<file path="src/rtl/i2cr_pkg.sv">
package i2cr_pkg;
   localparam int BYTE_W = 8;
   localparam int PTR_W  = 8;
   localparam int TADR_W = 7;

   typedef enum logic [2:0] {
      ST_IDLE,
      ST_ADDR,
      ST_AACK,
      ST_WRX,
      ST_WACK,
      ST_RTX,
      ST_RACK
   } bus_state_t;
endpackage

</file>
<file path="src/rtl/i2cr_sync.sv">
module i2cr_sync #(
   parameter int STAGES = 2
) (
   input  logic clk,
   input  logic rst_n,
   input  logic scl_i,
   input  logic sda_i,
   output logic scl_lvl,
   output logic sda_lvl,
   output logic scl_rise,
   output logic scl_fall,
   output logic start_det,
   output logic stop_det
);
   if (STAGES < 2) begin : g_chk
      $error("i2cr_sync: STAGES must be at least 2");
   end

   logic [STAGES-1:0] scl_pipe, sda_pipe;
   logic              scl_prev, sda_prev;

   always_ff @(posedge clk) begin
      if (!rst_n) begin
         scl_pipe <= '1;
         sda_pipe <= '1;
         scl_prev <= 1'b1;
         sda_prev <= 1'b1;
      end else begin
         scl_pipe <= {scl_pipe[STAGES-2:0], scl_i};
         sda_pipe <= {sda_pipe[STAGES-2:0], sda_i};
         scl_prev <= scl_pipe[STAGES-1];
         sda_prev <= sda_pipe[STAGES-1];
      end
   end

   assign scl_lvl   = scl_pipe[STAGES-1];
   assign sda_lvl   = sda_pipe[STAGES-1];
   assign scl_rise  = scl_lvl & ~scl_prev;
   assign scl_fall  = ~scl_lvl & scl_prev;
   assign start_det = scl_lvl & scl_prev & sda_prev & ~sda_lvl;
   assign stop_det  = scl_lvl & scl_prev & ~sda_prev & sda_lvl;
endmodule

</file>
<file path="src/rtl/i2cr_regfile.sv">
module i2cr_regfile
   import i2cr_pkg::*;
#(
   parameter int NUM_REGS = 16
) (
   input  logic                     clk,
   input  logic                     rst_n,
   input  logic                     wr_en,
   input  logic [PTR_W-1:0]         wr_addr,
   input  logic [BYTE_W-1:0]        wr_data,
   input  logic [PTR_W-1:0]         rd_addr,
   output logic [BYTE_W-1:0]        rd_data,
   output logic [NUM_REGS*BYTE_W-1:0] reg_q
);
   if (NUM_REGS < 1 || NUM_REGS > (1 << PTR_W)) begin : g_chk
      $error("i2cr_regfile: NUM_REGS out of range");
   end

   logic [BYTE_W-1:0] mem [NUM_REGS];

   for (genvar i = 0; i < NUM_REGS; i++) begin : g_reg
      always_ff @(posedge clk) begin
         if (!rst_n)
            mem[i] <= '0;
         else if (wr_en && wr_addr == PTR_W'(i))
            mem[i] <= wr_data;
      end
      assign reg_q[i*BYTE_W +: BYTE_W] = mem[i];
   end

   always_comb begin
      rd_data = '0;
      for (int i = 0; i < NUM_REGS; i++)
         if (rd_addr == PTR_W'(i)) rd_data = mem[i];
   end
endmodule

</file>
<file path="src/rtl/i2cr_ctrl.sv">
module i2cr_ctrl
   import i2cr_pkg::*;
(
   input  logic              clk,
   input  logic              rst_n,
   input  logic              enable,
   input  logic [TADR_W-1:0] own_addr,
   input  logic              sda_lvl,
   input  logic              scl_rise,
   input  logic              scl_fall,
   input  logic              start_det,
   input  logic              stop_det,
   input  logic [BYTE_W-1:0] rd_data,
   output logic [PTR_W-1:0]  rd_addr,
   output logic              wr_en,
   output logic [PTR_W-1:0]  wr_addr,
   output logic [BYTE_W-1:0] wr_data,
   output logic              sda_oe
);
   localparam logic [3:0] BITS_PER_BYTE = 4'(BYTE_W);

   bus_state_t        state;
   logic [BYTE_W-1:0] shreg, txreg;
   logic [3:0]        bit_cnt;
   logic              is_read, expect_ptr, ptr_armed, host_ack;
   logic [PTR_W-1:0]  anchor, work;

   assign rd_addr = work;

   always_ff @(posedge clk) begin
      if (!rst_n) begin
         state      <= ST_IDLE;
         shreg      <= '0;
         txreg      <= '0;
         bit_cnt    <= '0;
         is_read    <= 1'b0;
         expect_ptr <= 1'b1;
         ptr_armed  <= 1'b0;
         host_ack   <= 1'b0;
         anchor     <= '0;
         work       <= '0;
         wr_en      <= 1'b0;
         wr_addr    <= '0;
         wr_data    <= '0;
         sda_oe     <= 1'b0;
      end else begin
         wr_en <= 1'b0;
         if (!enable) begin
            state     <= ST_IDLE;
            sda_oe    <= 1'b0;
            ptr_armed <= 1'b0;
         end else if (stop_det) begin
            state     <= ST_IDLE;
            sda_oe    <= 1'b0;
            ptr_armed <= 1'b0;
         end else if (start_det) begin
            state   <= ST_ADDR;
            bit_cnt <= '0;
            sda_oe  <= 1'b0;
         end else begin
            unique case (state)
               ST_IDLE: ;
               ST_ADDR: begin
                  if (scl_rise) begin
                     shreg   <= {shreg[BYTE_W-2:0], sda_lvl};
                     bit_cnt <= bit_cnt + 4'd1;
                  end else if (scl_fall && bit_cnt == BITS_PER_BYTE) begin
                     if (shreg[BYTE_W-1:1] == own_addr) begin
                        state      <= ST_AACK;
                        sda_oe     <= 1'b1;
                        is_read    <= shreg[0];
                        expect_ptr <= ~ptr_armed;
                        if (shreg[0]) work <= anchor;
                     end else begin
                        state <= ST_IDLE;
                     end
                  end
               end
               ST_AACK: begin
                  if (scl_fall) begin
                     bit_cnt <= '0;
                     if (is_read) begin
                        state  <= ST_RTX;
                        txreg  <= rd_data;
                        sda_oe <= ~rd_data[BYTE_W-1];
                     end else begin
                        state  <= ST_WRX;
                        sda_oe <= 1'b0;
                     end
                  end
               end
               ST_WRX: begin
                  if (scl_rise) begin
                     shreg   <= {shreg[BYTE_W-2:0], sda_lvl};
                     bit_cnt <= bit_cnt + 4'd1;
                  end else if (scl_fall && bit_cnt == BITS_PER_BYTE) begin
                     state  <= ST_WACK;
                     sda_oe <= 1'b1;
                     if (expect_ptr) begin
                        anchor     <= shreg;
                        work       <= shreg;
                        expect_ptr <= 1'b0;
                        ptr_armed  <= 1'b1;
                     end else begin
                        wr_en     <= 1'b1;
                        wr_addr   <= work;
                        wr_data   <= shreg;
                        work      <= work + 8'd1;
                        ptr_armed <= 1'b0;
                     end
                  end
               end
               ST_WACK: begin
                  if (scl_fall) begin
                     state   <= ST_WRX;
                     sda_oe  <= 1'b0;
                     bit_cnt <= '0;
                  end
               end
               ST_RTX: begin
                  if (scl_rise) begin
                     bit_cnt <= bit_cnt + 4'd1;
                  end else if (scl_fall) begin
                     if (bit_cnt == BITS_PER_BYTE) begin
                        state  <= ST_RACK;
                        sda_oe <= 1'b0;
                     end else begin
                        txreg  <= {txreg[BYTE_W-2:0], 1'b0};
                        sda_oe <= ~txreg[BYTE_W-2];
                     end
                  end
               end
               ST_RACK: begin
                  if (scl_rise) begin
                     host_ack <= ~sda_lvl;
                     if (!sda_lvl) work <= work + 8'd1;
                  end else if (scl_fall) begin
                     if (host_ack) begin
                        state   <= ST_RTX;
                        bit_cnt <= '0;
                        txreg   <= rd_data;
                        sda_oe  <= ~rd_data[BYTE_W-1];
                     end else begin
                        state <= ST_IDLE;
                     end
                  end
               end
               default: state <= ST_IDLE;
            endcase
         end
      end
   end
endmodule

</file>
<file path="src/rtl/i2cr_target.sv">
module i2cr_target
   import i2cr_pkg::*;
#(
   parameter int               NUM_REGS    = 16,
   parameter logic [6:0]       TGT_ADDR    = 7'h2C,
   parameter bit               PIN_SEL_EN  = 1'b1,
   parameter int               SYNC_STAGES = 2
) (
   input  logic                       clk,
   input  logic                       rst_n,
   input  logic                       enable,
   input  logic                       addr_sel,
   input  logic                       scl_i,
   input  logic                       sda_i,
   output logic                       sda_oe,
   output logic [NUM_REGS*BYTE_W-1:0] reg_q
);
   logic              scl_lvl, sda_lvl, scl_rise, scl_fall, start_det, stop_det;
   logic [TADR_W-1:0] own_addr;
   logic              wr_en;
   logic [PTR_W-1:0]  wr_addr, rd_addr;
   logic [BYTE_W-1:0] wr_data, rd_data;

   if (PIN_SEL_EN) begin : g_pin_addr
      assign own_addr = {TGT_ADDR[6:1], addr_sel};
   end else begin : g_fixed_addr
      logic unused_sel;
      assign unused_sel = addr_sel;
      assign own_addr   = TGT_ADDR;
   end

   i2cr_sync #(.STAGES(SYNC_STAGES)) u_sync (
      .clk(clk), .rst_n(rst_n), .scl_i(scl_i), .sda_i(sda_i),
      .scl_lvl(scl_lvl), .sda_lvl(sda_lvl), .scl_rise(scl_rise),
      .scl_fall(scl_fall), .start_det(start_det), .stop_det(stop_det)
   );

   i2cr_ctrl u_ctrl (
      .clk(clk), .rst_n(rst_n), .enable(enable), .own_addr(own_addr),
      .sda_lvl(sda_lvl), .scl_rise(scl_rise), .scl_fall(scl_fall),
      .start_det(start_det), .stop_det(stop_det), .rd_data(rd_data),
      .rd_addr(rd_addr), .wr_en(wr_en), .wr_addr(wr_addr),
      .wr_data(wr_data), .sda_oe(sda_oe)
   );

   i2cr_regfile #(.NUM_REGS(NUM_REGS)) u_regs (
      .clk(clk), .rst_n(rst_n), .wr_en(wr_en), .wr_addr(wr_addr),
      .wr_data(wr_data), .rd_addr(rd_addr), .rd_data(rd_data),
      .reg_q(reg_q)
   );
endmodule

</file>
<file path="config.mk">
export PLATFORM = sky130hd
export DESIGN_NAME = i2cr_target
export DESIGN_NICKNAME = d
export VERILOG_FILES = /design/src/rtl/i2cr_pkg.sv /design/src/rtl/i2cr_sync.sv /design/src/rtl/i2cr_regfile.sv /design/src/rtl/i2cr_ctrl.sv /design/src/rtl/i2cr_target.sv
export SDC_FILE = /design/constraint.sdc
export NUM_CORES = 1
export LEC_CHECK = 0
export ABC_CLOCK_PERIOD_IN_PS = 2600
export BUFFER_PORTS_ARGS = -buffer_cell sky130_fd_sc_hd__buf_2
export CAP_MARGIN = 0
export CELL_PAD_IN_SITES_DETAIL_PLACEMENT = 2
export CELL_PAD_IN_SITES_GLOBAL_PLACEMENT = 2
export CORE_ASPECT_RATIO = 1.25
export CORE_UTILIZATION = 37
export CTS_CLUSTER_DIAMETER = 200
export CTS_CLUSTER_SIZE = 12
export DETAILED_ROUTE_END_ITERATION = 10
export GPL_TIMING_DRIVEN = 0
export MAX_ROUTING_LAYER = met4
export PLACE_DENSITY = 0.87
export RECOVER_POWER = 50
export SLEW_MARGIN = 15
export SYNTH_ARGS = -nofsm -noshare
export SYNTH_HDL_FRONTEND = slang
export SYNTH_SLANG_ARGS = --single-unit
export TNS_END_PERCENT = 1
</file>
<file path="constraint.sdc">
create_clock -name clk -period 2.6 [get_ports clk]
set_input_delay 0.78 -clock clk [delete_from_list [all_inputs] [get_ports clk]]
set_output_delay 0.78 -clock clk [all_outputs]
set_load 0.02 [all_outputs]
</file>
# Word level (Yosys, flattened, before mapping)
# Memories as Yosys holds them, arrays and structs flattened.
# Cells that the tools add are included.
# classes
eq_ne,71
reduce_logical,44
n_bitwise,39
muxes,146
addsub,2
# op_table
operator,count
two-way mux 8 bit,41
== test 8 x 4 -> 1 bit (second input constant),16
two-way mux 1 bit,71
== test 8 x 3 -> 1 bit (second input constant),8
two-way mux 7 bit,8
AND reduction 12 bit,4
two-way mux 3 bit,13
== test 8 x 2 -> 1 bit (second input constant),4
two-way mux 4 bit,6
inequality test 3 x 2 -> 1 bit (second input constant),8
case mux 8 bit (3 select lines),1
inequality test 2 x 1 -> 1 bit (second input constant),11
case mux 3 bit (7 select lines),1
case mux 7 bit (3 select lines),1
AND reduction 7 bit,3
logical AND 1 bit,17
== test 8 x 1 -> 1 bit (second input constant),2
logical NOT 8 bit,2
inequality test 2 bit (second input constant),8
inverter 1 bit,16
bitwise OR 1 bit,16
AND reduction 13 bit,1
inequality test 3 bit (second input constant),4
case mux 4 bit (3 select lines),1
25 further kinds,39
# word_totals
output_inout_bits,129
memories,1
reg_bits,66
ramBits,128
elab_cells,322
# memory_table
name,words,width,rd,rd_clocked_by_memory_dff,write_ports,line,rtl
u_regs.mem,16,8,16,0,16,i2cr_regfile.sv:19,logic [BYTE_W-1:0] mem [NUM_REGS];

# Depth between registers and ports, before layout
# Gate-level depths: netlist of the first run.
# depth
ltp_word,22
mapped_depth,10
mapped_depth_nobuf,8

# Hierarchy
# Synthesis of the first run repeated with hierarchy kept, for this count alone.
# unflattened
hier_cells,911
area_unflattened_um2,9695.5
# modules_own_cells
mod,area_each_um2,instances,cells_per_inst
i2cr_regfile,6253.5,1,500
i2cr_ctrl,3244.4,1,393
i2cr_sync,190.2,1,16
i2cr_target,7.5,1,2

# Worst setup path after synthesis of the first run
# Ideal clock, no wire load.
# synth_timing
path_type,flip-flop to flip-flop
start,"reg u_ctrl.work[0], in the netlist u_ctrl.rd_addr[0]"
end,reg u_ctrl.txreg[2]
arrival_ns,2.078
stages_incl_launch_ff,9
required_ns,2.480
setup_slack_ns,0.403
n_path_buf,3
cell_sequence,dfxtp_1 ha_1 clkbuf_1 clkbuf_1 buf_1 o21ai_0 a2111oi_0 o31a_1 o31ai_1
# synth_between
elab_chain_cells,21
elab_cells_between_ends,38
# synth_lines
item,line,rtl
from (decl),i2cr_ctrl.sv:26,"logic [PTR_W-1:0] anchor, work;"
from (signal assigned),i2cr_ctrl.sv:73,if (shreg[0]) work <= anchor;
from (signal assigned),i2cr_ctrl.sv:101,work <= shreg;
from (signal assigned),i2cr_ctrl.sv:108,work <= work + 8'd1;
logical NOT 8 bit,i2cr_regfile.sv:34,if (rd_addr == PTR_W'(i)) rd_data = mem[i];
two-way mux 8 bit (15 in series),i2cr_regfile.sv:34,
two-way mux 8 bit (*),i2cr_regfile.sv:34,
two-way mux 7 bit,i2cr_ctrl.sv:138,if (host_ack) begin
two-way mux 7 bit,i2cr_ctrl.sv:137,end else if (scl_fall) begin
two-way mux 7 bit,i2cr_ctrl.sv:134,if (scl_rise) begin
case mux 7 bit (3 select lines) (*),i2cr_ctrl.sv:61,unique case (state)
to (signal assigned),i2cr_ctrl.sv:84,txreg <= rd_data;
to (signal assigned),i2cr_ctrl.sv:128,"txreg <= {txreg[BYTE_W-2:0], 1'b0};"
to (signal assigned),i2cr_ctrl.sv:141,txreg <= rd_data;
to (decl),i2cr_ctrl.sv:23,"logic [BYTE_W-1:0] shreg, txreg;"
# Every way passes the cells marked *; elsewhere a longest branch is shown, timed or not. The select of a mux whose other input is x is not followed.
# A chain may end at the register's enable or synchronous reset.

# Final worst setup path of the first run
# layout_timing
start,"reg u_ctrl.work[1], in the netlist u_ctrl.rd_addr[1]"
end,reg u_ctrl.txreg[2]
# Same word-level chain as after synthesis.

==> out/results.tsv, run 1 <==
metric	value	unit
run status	finished, violations left	
violations in the final reports	setup timing	
Pleak	3.67	nW
final number of max-transition violations	0	
highest cell delay on the worst timing path	0.43	ns
number of iterations in the first detailed-routing pass	5	
post-synthesis cell count	937	
Rows	65	
global router's overall resource usage	0.336	
Slowest-stage cell, CP	dfxtp_2	
number of enable-type register cells in the synthesized netlist	128	
largest net degree at the start of global routing	19	
Placement Setup Slack	-1.07	ns
kind of cell adding the most delay to the critical path	compound AO/OA/AOI/OAI gates	
Detailed Route Iter0 Violations	826	
final antenna diode count	0	
total count of hold-check failures in the final report	0	
origin of the critical flop-to-flop path	u_ctrl.rd_addr[1]	
number of flip-flops and latches in the synthesized netlist	194	
number of buffers and inverters on the critical path	2	
post-detailed-placement half-perimeter wirelength	30900	um
worst setup path startpoint	u_ctrl.rd_addr[1]	
sum of overflow across all layers after global routing	0	
max-cap violations	0	
Synth top cells by count	134 x and2_1, 128 x edfxtp_1, 81 x nand2_1	
areal power density over the cells	590	nW/um^2
final cell count without fillers	1437	
clock root cell	clkbuf_16	
library cell with the highest instance count after synthesis	and2_1	
worst path required time	2.94	ns
H-Tree Level Count	4	
Layout area overhead	17.3	%
worst-case vdd ir drop	0.000492	V
post-synthesis xor/xnor area fraction	0.00460	
largest area contributor in the synthesized netlist	edfxtp_1	
synthesis warning total	0	
core area	25300	sq um
unrepaired setup endpoints after global routing	true	
clk_lat worst skew	0.46	ns
Routed Antenna Nets	0	
share of layout cells above drive strength 1	0.0817	
Post-CTS Hold Buffers	0	
Post-Synthesis Cell Area	9520	sq um
dominant cells by area after synthesis	edfxtp_1 40%, dfxtp_1 14%, and2_1 8.8%	
category of the worst setup path capture point	flop	
die outline width	145	um
top flip-flop cell by instance count after synthesis	edfxtp_1	
Clock Skew	0.0136	ns
CTS Buf Count	17	
Mapped Nets	949	
source of the worst hold timing path	u_sync.scl_pipe[0]	
fraction of the yosys area taken by sequential cells	0.543	
Setup Viol. Count Final	75	
TritonCTS clock tree	done	
GP Congestion	1.07	
routed wire length	43100	um
type of the worst min-delay path	reg2reg	
DRC violation count after routing	0	
share of flip-flops with an asynchronous set or reset	0	
Compound-Gate Fraction of Synth Area	0.162	
proportion of synthesized area in mux cells	0.0244	
post-CTS setup buffer count	0	
clock input transition at the sequential cells of the worst setup and hold paths	0.08	ns
Worst Setup Start Kind	flop	
detailed-route wire length per cell	30.0	um
Worst Slack Setup Final	-0.271	ns
Placed Cells	1407	
data arrival at the endpoint of the critical path	3.22	ns
antenna violations before repair	0	
maximum achievable frequency	348	MHz
vias post-DR	8962	
adder-cell area share of the yosys netlist	0.00789	
fin nets	1101	
Setup Crit Path Kind	reg2reg	
share of the synthesized area in the top cell type	0.404	
synthesized area divided by synthesized cell count	10.2	sq um
number of clock sinks seen by CTS	194	
CTS max path bufs	2	
Port-buffer cells	134	
actual slew at the worst max-slew pin	0.982	ns
Worst Path Max Fanout	10	
share of the clock period used by the worst path	1.10	
die height	181	um
initial core utilization	0.376	
Final Instance Area	11200	sq um
Slew headroom	0.345	
main combinational cell family by area after synthesis	simple AND/OR/NAND/NOR gates	
wire length of the first global-routing pass	62500	um
full die area	26400	sq um
post-place instance area	10600	sq um
simple logic cell fraction of the synthesized area	0.224	
post-synthesis cell type count	72	
via count normalized by instance count	6.24	
number of I/O pins	135	
vias in the first global route	9424	
cell breakdown of the critical path	ha_2 -> inv_1 -> clkbuf_1 -> a31oi_1 -> a21oi_1 -> a2111oi_1 -> o31a_1 -> o31ai_1	
min Tclk post-route	2.87	ns
==> path summary, 6_finish.rpt <==
path | endpoint | slack (ns) | cells past startpoint
setup / recovery | u_ctrl.txreg[2] | -0.27 | 8
hold / removal | u_sync.scl_pipe[1] | 0.42 | 1
setup reg to reg | u_ctrl.txreg[2] | -0.27 | 8
hold reg to reg | u_sync.scl_pipe[1] | 0.42 | 1
==> layout make-up <==
type	count	area, sq um
inverter	19	71.3
buffer	58	287
clock buffer	18	439
fill	2754	14100
tap	335	419
sequential	194	5170
clock inverter	14	139
timing repair buffer	135	517
multi-input combinational	664	4130
==> layout by cell type (no fill, tap or decap), types with 5 or more instances in the layout <==
master and instances:
edfxtp_1 128, o31ai_1 8, and2_1 84, nor2_1 66, inv_6 5, o21ai_0 37
buf_4 5, nor3_1 12, a31oi_1 8, a221o_1 6, a221oi_1 6, a211oi_1 5
nand2_1 81, o21ai_1 21, nand3b_1 6, mux2i_1 21, clkbuf_16 17, a22oi_1 8
or3_1 11, nor2b_1 5, and2_0 50, buf_2 15, a21oi_1 52, and3_1 9
clkbuf_1 162, nand2b_1 21, dfxtp_1 64, a32oi_1 9, nand3_1 20, o22ai_1 11
o211ai_1 10, nand4_1 5, inv_1 16
==> layer usage <==
layer / up-vias / part of all wire / routed length, um / track usage
li1: 3728 / - / - / -
met4: 0 / 0.056 / 2400 / 0.203
met5: - / 0 / 0 / -
met2: 495 / 0.51 / 21800 / 0.573
met3: 162 / 0.064 / 2770 / 0.0551
met1: 4577 / 0.37 / 16100 / 0.368
==> power by group <==
part | switching, mW | internal (mW) | total (mW)
clock network | 1.33 | 1.38 | 2.71
logic | 0.305 | 0.0846 | 0.389
registers | 0.0992 | 3.39 | 3.48
==> worst reg2reg max path, stage by stage, from the launching register on <==
cell       delay (ns)
dfxtp_2          0.43
ha_2             0.36
inv_1            0.10
clkbuf_1         0.40
a31oi_1          0.44
a21oi_1          0.13
a2111oi_1        0.43
o31a_1           0.35
o31ai_1          0.12
==> stage by stage <==
stage	power [mW]	hold WS, ns	TNS, ns	utilization
after global routing	6.72	0.454	-10.28	0.442
after floorplan	3.74	0.386	0	-
after CTS	6.59	0.424	-11.33	0.444
after detailed placement	3.96	0.402	-61.92	0.420
after global placement	3.93	0.394	-52.15	0.419
final	6.59	0.418	-5.69	0.442
==> sequential cells by signal (all words and copies together) (netlist names), 4 cells and up <==
signal and cells:
u_ctrl.anchor 8, u_ctrl.bit_cnt 4, u_ctrl.rd_addr 8, u_ctrl.shreg 8
u_ctrl.txreg 7, u_ctrl.wr_addr 8, u_ctrl.wr_data 8, u_regs.mem 128
==> timing repair <==
| action | 4_1_cts | 5_1_grt |
|---|---|---|
| setup endpoints to repair | 109 | 65 |
| pin swaps | 1 | 1 |
| gates resized for setup | 24 | 35 |
==> logic make-up after synthesis <==
family / after synthesis
muxes: 23
adders and majority gates: 6
and+or+nand+nor: 397
buffers and inverters: 79
AOI/OAI and AO/OA: 233
xor gates and xnor gates: 5
DFF: 194
Power figures use the tool's default switching activity.
==> run 2, diff against run 1 <==
- ABC_CLOCK_PERIOD_IN_PS: 2600 -> 3200
- clock period: 2.6 -> 3.2 ns (I/O delays scaled with it)
==> run 2 against run 1 <==
Compared with the run above:
- the flow still finishes with violations (setup timing)
- global-route usage about the same
- combinational power decreased by 19%
- critical endpoint unchanged
- clock power decreased by 19%
- highest routed layer unchanged
- largest cell class unchanged
==> out/results.tsv, run 2 (synthesis results as in run 1) <==
metric	value	unit
peak-usage layer in the global routing report	met2	
Setup Viol. Count Final	2	
Rows	65	
number of iterations in the first detailed-routing pass	5	
clock input transition at the sequential cells of the worst setup and hold paths	0.08	ns
Layout area overhead	16.2	%
number of clock sinks seen by CTS	194	
clock root cell	clkbuf_16	
Placement Setup Slack	-0.472	ns
most common cell after layout, fill and taps aside	clkbuf_1	
run status	finished, violations left	
share of layout cells above drive strength 1	0.0653	
Slew headroom	0.147	
origin of the critical flop-to-flop path	u_ctrl.rd_addr[0]	
max-cap violations	0	
Clock Skew	0.0160	ns
Port-buffer cells	134	
category of the worst setup path capture point	flop	
die height	181	um
data arrival at the endpoint of the critical path	3.64	ns
flop2flop setup slack	-0.1	ns
sum of overflow across all layers after global routing	0	
global router's overall resource usage	0.336	
Routed Antenna Nets	0	
Final Instance Area	11100	sq um
end point of the most critical hold path	u_sync.scl_pipe[1]	
register ranked first by flip-flop count	u_regs.mem	
met1 demand-to-capacity share in global routing	0.364	
source of the worst hold timing path	u_sync.scl_pipe[0]	
Pleak	3.60	nW
core area	25300	sq um
violations in the final reports	setup timing	
post-CTS setup buffer count	0	
clk_lat worst skew	0.46	ns
post-detailed-placement half-perimeter wirelength	30900	um
routed wire length	42700	um
H-Tree Level Count	4	
vias in the first global route	9430	
highest-count cells in the layout ignoring fill and taps	168 x clkbuf_1, 128 x edfxtp_1, 81 x nand2_1	
min Tclk post-route	3.30	ns
power consumption	5.34	mW
final number of max-transition violations	0	
total count of hold-check failures in the final report	0	
Post-CTS Hold Buffers	0	
GP Congestion	1.07	
Worst Slack Setup Final	-0.0956	ns
antenna violations before repair	0	
met2 usage	0.575	
worst path required time	3.54	ns
die outline width	145	um
type of the worst min-delay path	reg2reg	
areal power density over the cells	483	nW/um^2
number of flip-flops under the largest register name	128	
fin nets	1102	
actual slew at the worst max-slew pin	1.27	ns
TritonCTS clock tree	done	
Detailed Route Iter0 Violations	696	
CTS Buf Count	17	
number of cells on the worst reg-to-reg path	7	
post-place instance area	10600	sq um
vias post-DR	8869	
endpoint of the worst register-to-register path	u_ctrl.txreg[2]	
wire length of the first global-routing pass	62500	um
detailed-route wire length per cell	29.7	um
Setup Crit Path Kind	reg2reg	
Worst Path Max Fanout	10	
worst-case vdd ir drop	0.000410	V
initial core utilization	0.376	
Worst Setup Start Kind	flop	
via count normalized by instance count	6.17	
routing usage on met3	0.0621	
maximum achievable frequency	303	MHz
full die area	26400	sq um
final antenna diode count	0	
CTS max path bufs	2	
share of the clock period used by the worst path	1.03	
unrepaired setup endpoints after global routing	true	
number of cells on the worst hold path	1	
Hold Slack	0.419	ns
largest net degree at the start of global routing	19	
DRC violation count after routing	0	
number of I/O pins	135	
==> run 2: cell type report <==
class,count,area (sq um)
clock inverters,14,139
clock buffers,18,439
plain buffers,58,258
well taps,335,419
repair buffers,136,519
multi-input cells,664,4050
fillers,2774,14200
inverters,19,71.3
flip-flops and latches,194,5160
==> run 2: how the worst max path moves through the flow <==
stage,slack [ns],startpoint,endpoint,depth (start not counted)
after floorplan,0.85,enable,u_ctrl.wr_addr[7],6
after global placement,-0.40,u_ctrl.rd_addr[0],u_ctrl.txreg[2],8
after detailed placement,-0.47,u_ctrl.rd_addr[0],u_ctrl.txreg[2],8
after CTS,-0.01,u_ctrl.rd_addr[0],u_ctrl.sda_oe,10
after global routing,-0.04,u_ctrl.rd_addr[0],u_ctrl.txreg[2],9
final,-0.1,u_ctrl.rd_addr[0],u_ctrl.txreg[2],7
==> run 2: metrics by stage <==
step / TNS [ns] / std cells / utilization
floorplan: 0 / 937 / -
global placement: -9.55 / 1406 / 0.419
detailed placement: -17.20 / 1407 / 0.420
CTS: -0.0127 / 1439 / 0.444
global route: -0.353 / 1438 / 0.437
finish: -0.104 / 1438 / 0.437
==> run 2: critical path, cell delays in order (launching register included) <==
cell and delay [ns]:
dfxtp_1 0.51, ha_1 0.47, clkbuf_2 0.35, buf_2 0.39, o21ai_0 0.21, a2111oi_0 0.69, o31a_1 0.41, o31ai_1 0.13
==> run 2: report_power, final <==
part | switching, mW | internal [mW] | total (mW)
Clock | 1.07 | 1.12 | 2.19
Combinational | 0.248 | 0.0673 | 0.315
Sequential | 0.0789 | 2.75 | 2.83
Total | 1.40 | 3.94 | 5.34
==> run 2: timing repair <==
action / CTS / global route
setup endpoints to repair: 8 / 7
endpoints found under the hold margin: 0 / 0
pin swaps: 1 / 0
gates resized for setup: 10 / 4
cloned: 0 / 0
==> run 2: routing by layer <==
metal,vias up,wire length [um]
met2,464,21600
met4,0,2520
met1,4510,15800
li1,3728,-
met3,167,2780
met5,-,0
==> run 3, diff against run 2 <==
- CORE_UTILIZATION: 37 -> 25
- PLACE_DENSITY: 0.87 -> 0.65
- SLEW_MARGIN: 15 -> unset
==> run 3 against run 2 <==
Compared with the run above:
- the run now ends clean
- setup slack improved by 0.11 ns
- sequential power about the same
- critical endpoint is now u_regs.mem[1][15]
- flip-flop and latch count unchanged
- clock power about the same
- non-clock buffer count increased by 2
- worst hold slack got worse by 0.0047 ns
- critical path depth decreased by 3
==> out/results.tsv, run 3 (synthesis results as in run 1) <==
metric	value	unit
run status	complete, no violations	
cell breakdown of the critical path	buf_2 -> clkbuf_1 -> buf_1 -> o21ai_0	
highest-count cells in the layout ignoring fill and taps	166 x clkbuf_1, 128 x edfxtp_1, 93 x and2_1	
routed wire length	42200	um
power consumption	5.31	mW
Worst Setup Start Kind	input pin	
actual slew at the worst max-slew pin	1.30	ns
Hold Slack	0.414	ns
wire length of the first global-routing pass	60800	um
Detailed Route Iter0 Violations	590	
die height	220	um
Pleak	3.62	nW
vias post-DR	8293	
share of the clock period used by the worst path	0.995	
kind of cell adding the most delay to the critical path	buffers and inverters	
number of buffers and inverters on the critical path	3	
Setup Crit Path Kind	in2reg	
post-CTS setup buffer count	0	
clock root cell	clkbuf_16	
Layout area overhead	18.2	%
unrepaired setup endpoints after global routing	true	
Clock Skew	0.0186	ns
initial core utilization	0.255	
Rows	79	
worst setup path startpoint	rst_n	
source of the worst hold timing path	u_sync.scl_pipe[0]	
type of the worst min-delay path	reg2reg	
Port-buffer cells	134	
number of iterations in the first detailed-routing pass	7	
DRC violation count after routing	0	
data arrival at the endpoint of the critical path	3.20	ns
Final Instance Area	11200	sq um
share of layout cells above drive strength 1	0.0679	
Routed Antenna Nets	0	
post-place instance area	10800	sq um
total count of hold-check failures in the final report	0	
number of clock sinks seen by CTS	194	
global router's overall resource usage	0.227	
antenna violations before repair	0	
number of I/O pins	135	
core area	37400	sq um
highest cell delay on the worst timing path	0.78	ns
TritonCTS clock tree	done	
Slowest-stage cell, CP	buf_1	
origin of the critical flop-to-flop path	u_ctrl.rd_addr[1]	
Worst Path Max Fanout	10	
Setup Viol. Count Final	0	
clk_lat worst skew	0.46	ns
GP Congestion	0.967	
full die area	38900	sq um
category of the worst setup path capture point	flop	
Slew headroom	0.125	
fin nets	1104	
CTS Buf Count	17	
post-detailed-placement half-perimeter wirelength	32000	um
maximum achievable frequency	314	MHz
Worst Slack Setup Final	0.0151	ns
max-cap violations	0	
register ranked first by flip-flop count	u_regs.mem	
number of flip-flops under the largest register name	128	
min Tclk post-route	3.18	ns
vias in the first global route	8690	
clock input transition at the sequential cells of the worst setup and hold paths	0.07	ns
areal power density over the cells	473	nW/um^2
Post-CTS Hold Buffers	0	
final number of max-transition violations	0	
detailed-route wire length per cell	26.5	um
CTS max path bufs	2	
Placement Setup Slack	-0.499	ns
worst path required time	3.22	ns
H-Tree Level Count	4	
die outline width	177	um
largest net degree at the start of global routing	19	
via count normalized by instance count	5.21	
worst-case vdd ir drop	0.000359	V
sum of overflow across all layers after global routing	0	
most common cell after layout, fill and taps aside	clkbuf_1	
-- run 3: repair_timing --
item                       CTS  global route
setup endpoints to repair   12            37
cloned                       0             0
gates resized for setup      9             8
-- run 3: routing by layer --
layer  routed length [um]  global-route usage  share of wire  vias to the layer above
met1                17300               0.258           0.41                     4274
li1                     -                   -              -                     3735
met3                 1340              0.0297          0.032                       65
met5                    0                   -              0                        -
met2                22100               0.404           0.52                      219
met4                 1420              0.0853          0.034                        0
-- run 3: metrics by stage --
stage / TNS [ns] / cells / utilization
2_1_floorplan: 0 / 937 / -
3_3_place_gp: -33.28 / 1557 / 0.289
3_5_place_dp: -35.48 / 1559 / 0.289
4_1_cts: 0 / 1591 / 0.305
5_1_grt: -0.501 / 1591 / 0.301
6_report: 0 / 1592 / 0.301
-- run 3: area by class of cell --
class,count,area [sq um]
diodes,1,2.50
plain buffers,60,264
clock buffers,17,425
clock inverters,15,149
fillers,4231,26100
inverters,19,71.3
multi-input cells,664,4040
flip-flops and latches,194,5170
well taps,486,608
repair buffers,136,518
-- run 3: path summary, 6_finish.rpt --
check / end / slack [ns] / depth (start not counted)
max: u_regs.mem[1][15] / 0.02 / 4
min: u_sync.scl_pipe[1] / 0.41 / 1
max reg2reg: u_ctrl.txreg[6] / 0.11 / 8
min reg2reg: u_sync.scl_pipe[1] / 0.41 / 1
-- run 3: worst register-to-register path: cells and delay by family (launching register included) --
kind | cells | cell delay (ns)
adder cells (fa/ha/maj) | 1 | 0.19
buffers and inverters | 3 | 1.15
AO/OA/AOI/OAI | 4 | 1.22
flip-flops | 1 | 0.44
-- run 3: report_power, final --
group	total (mW)	leakage [nW]	internal (mW)	switching [mW]
Combinational	0.309	1.59	0.0669	0.242
Sequential	2.84	1.75	2.75	0.0852
Clock	2.17	0.276	1.10	1.07
Total	5.31	3.62	3.92	1.40
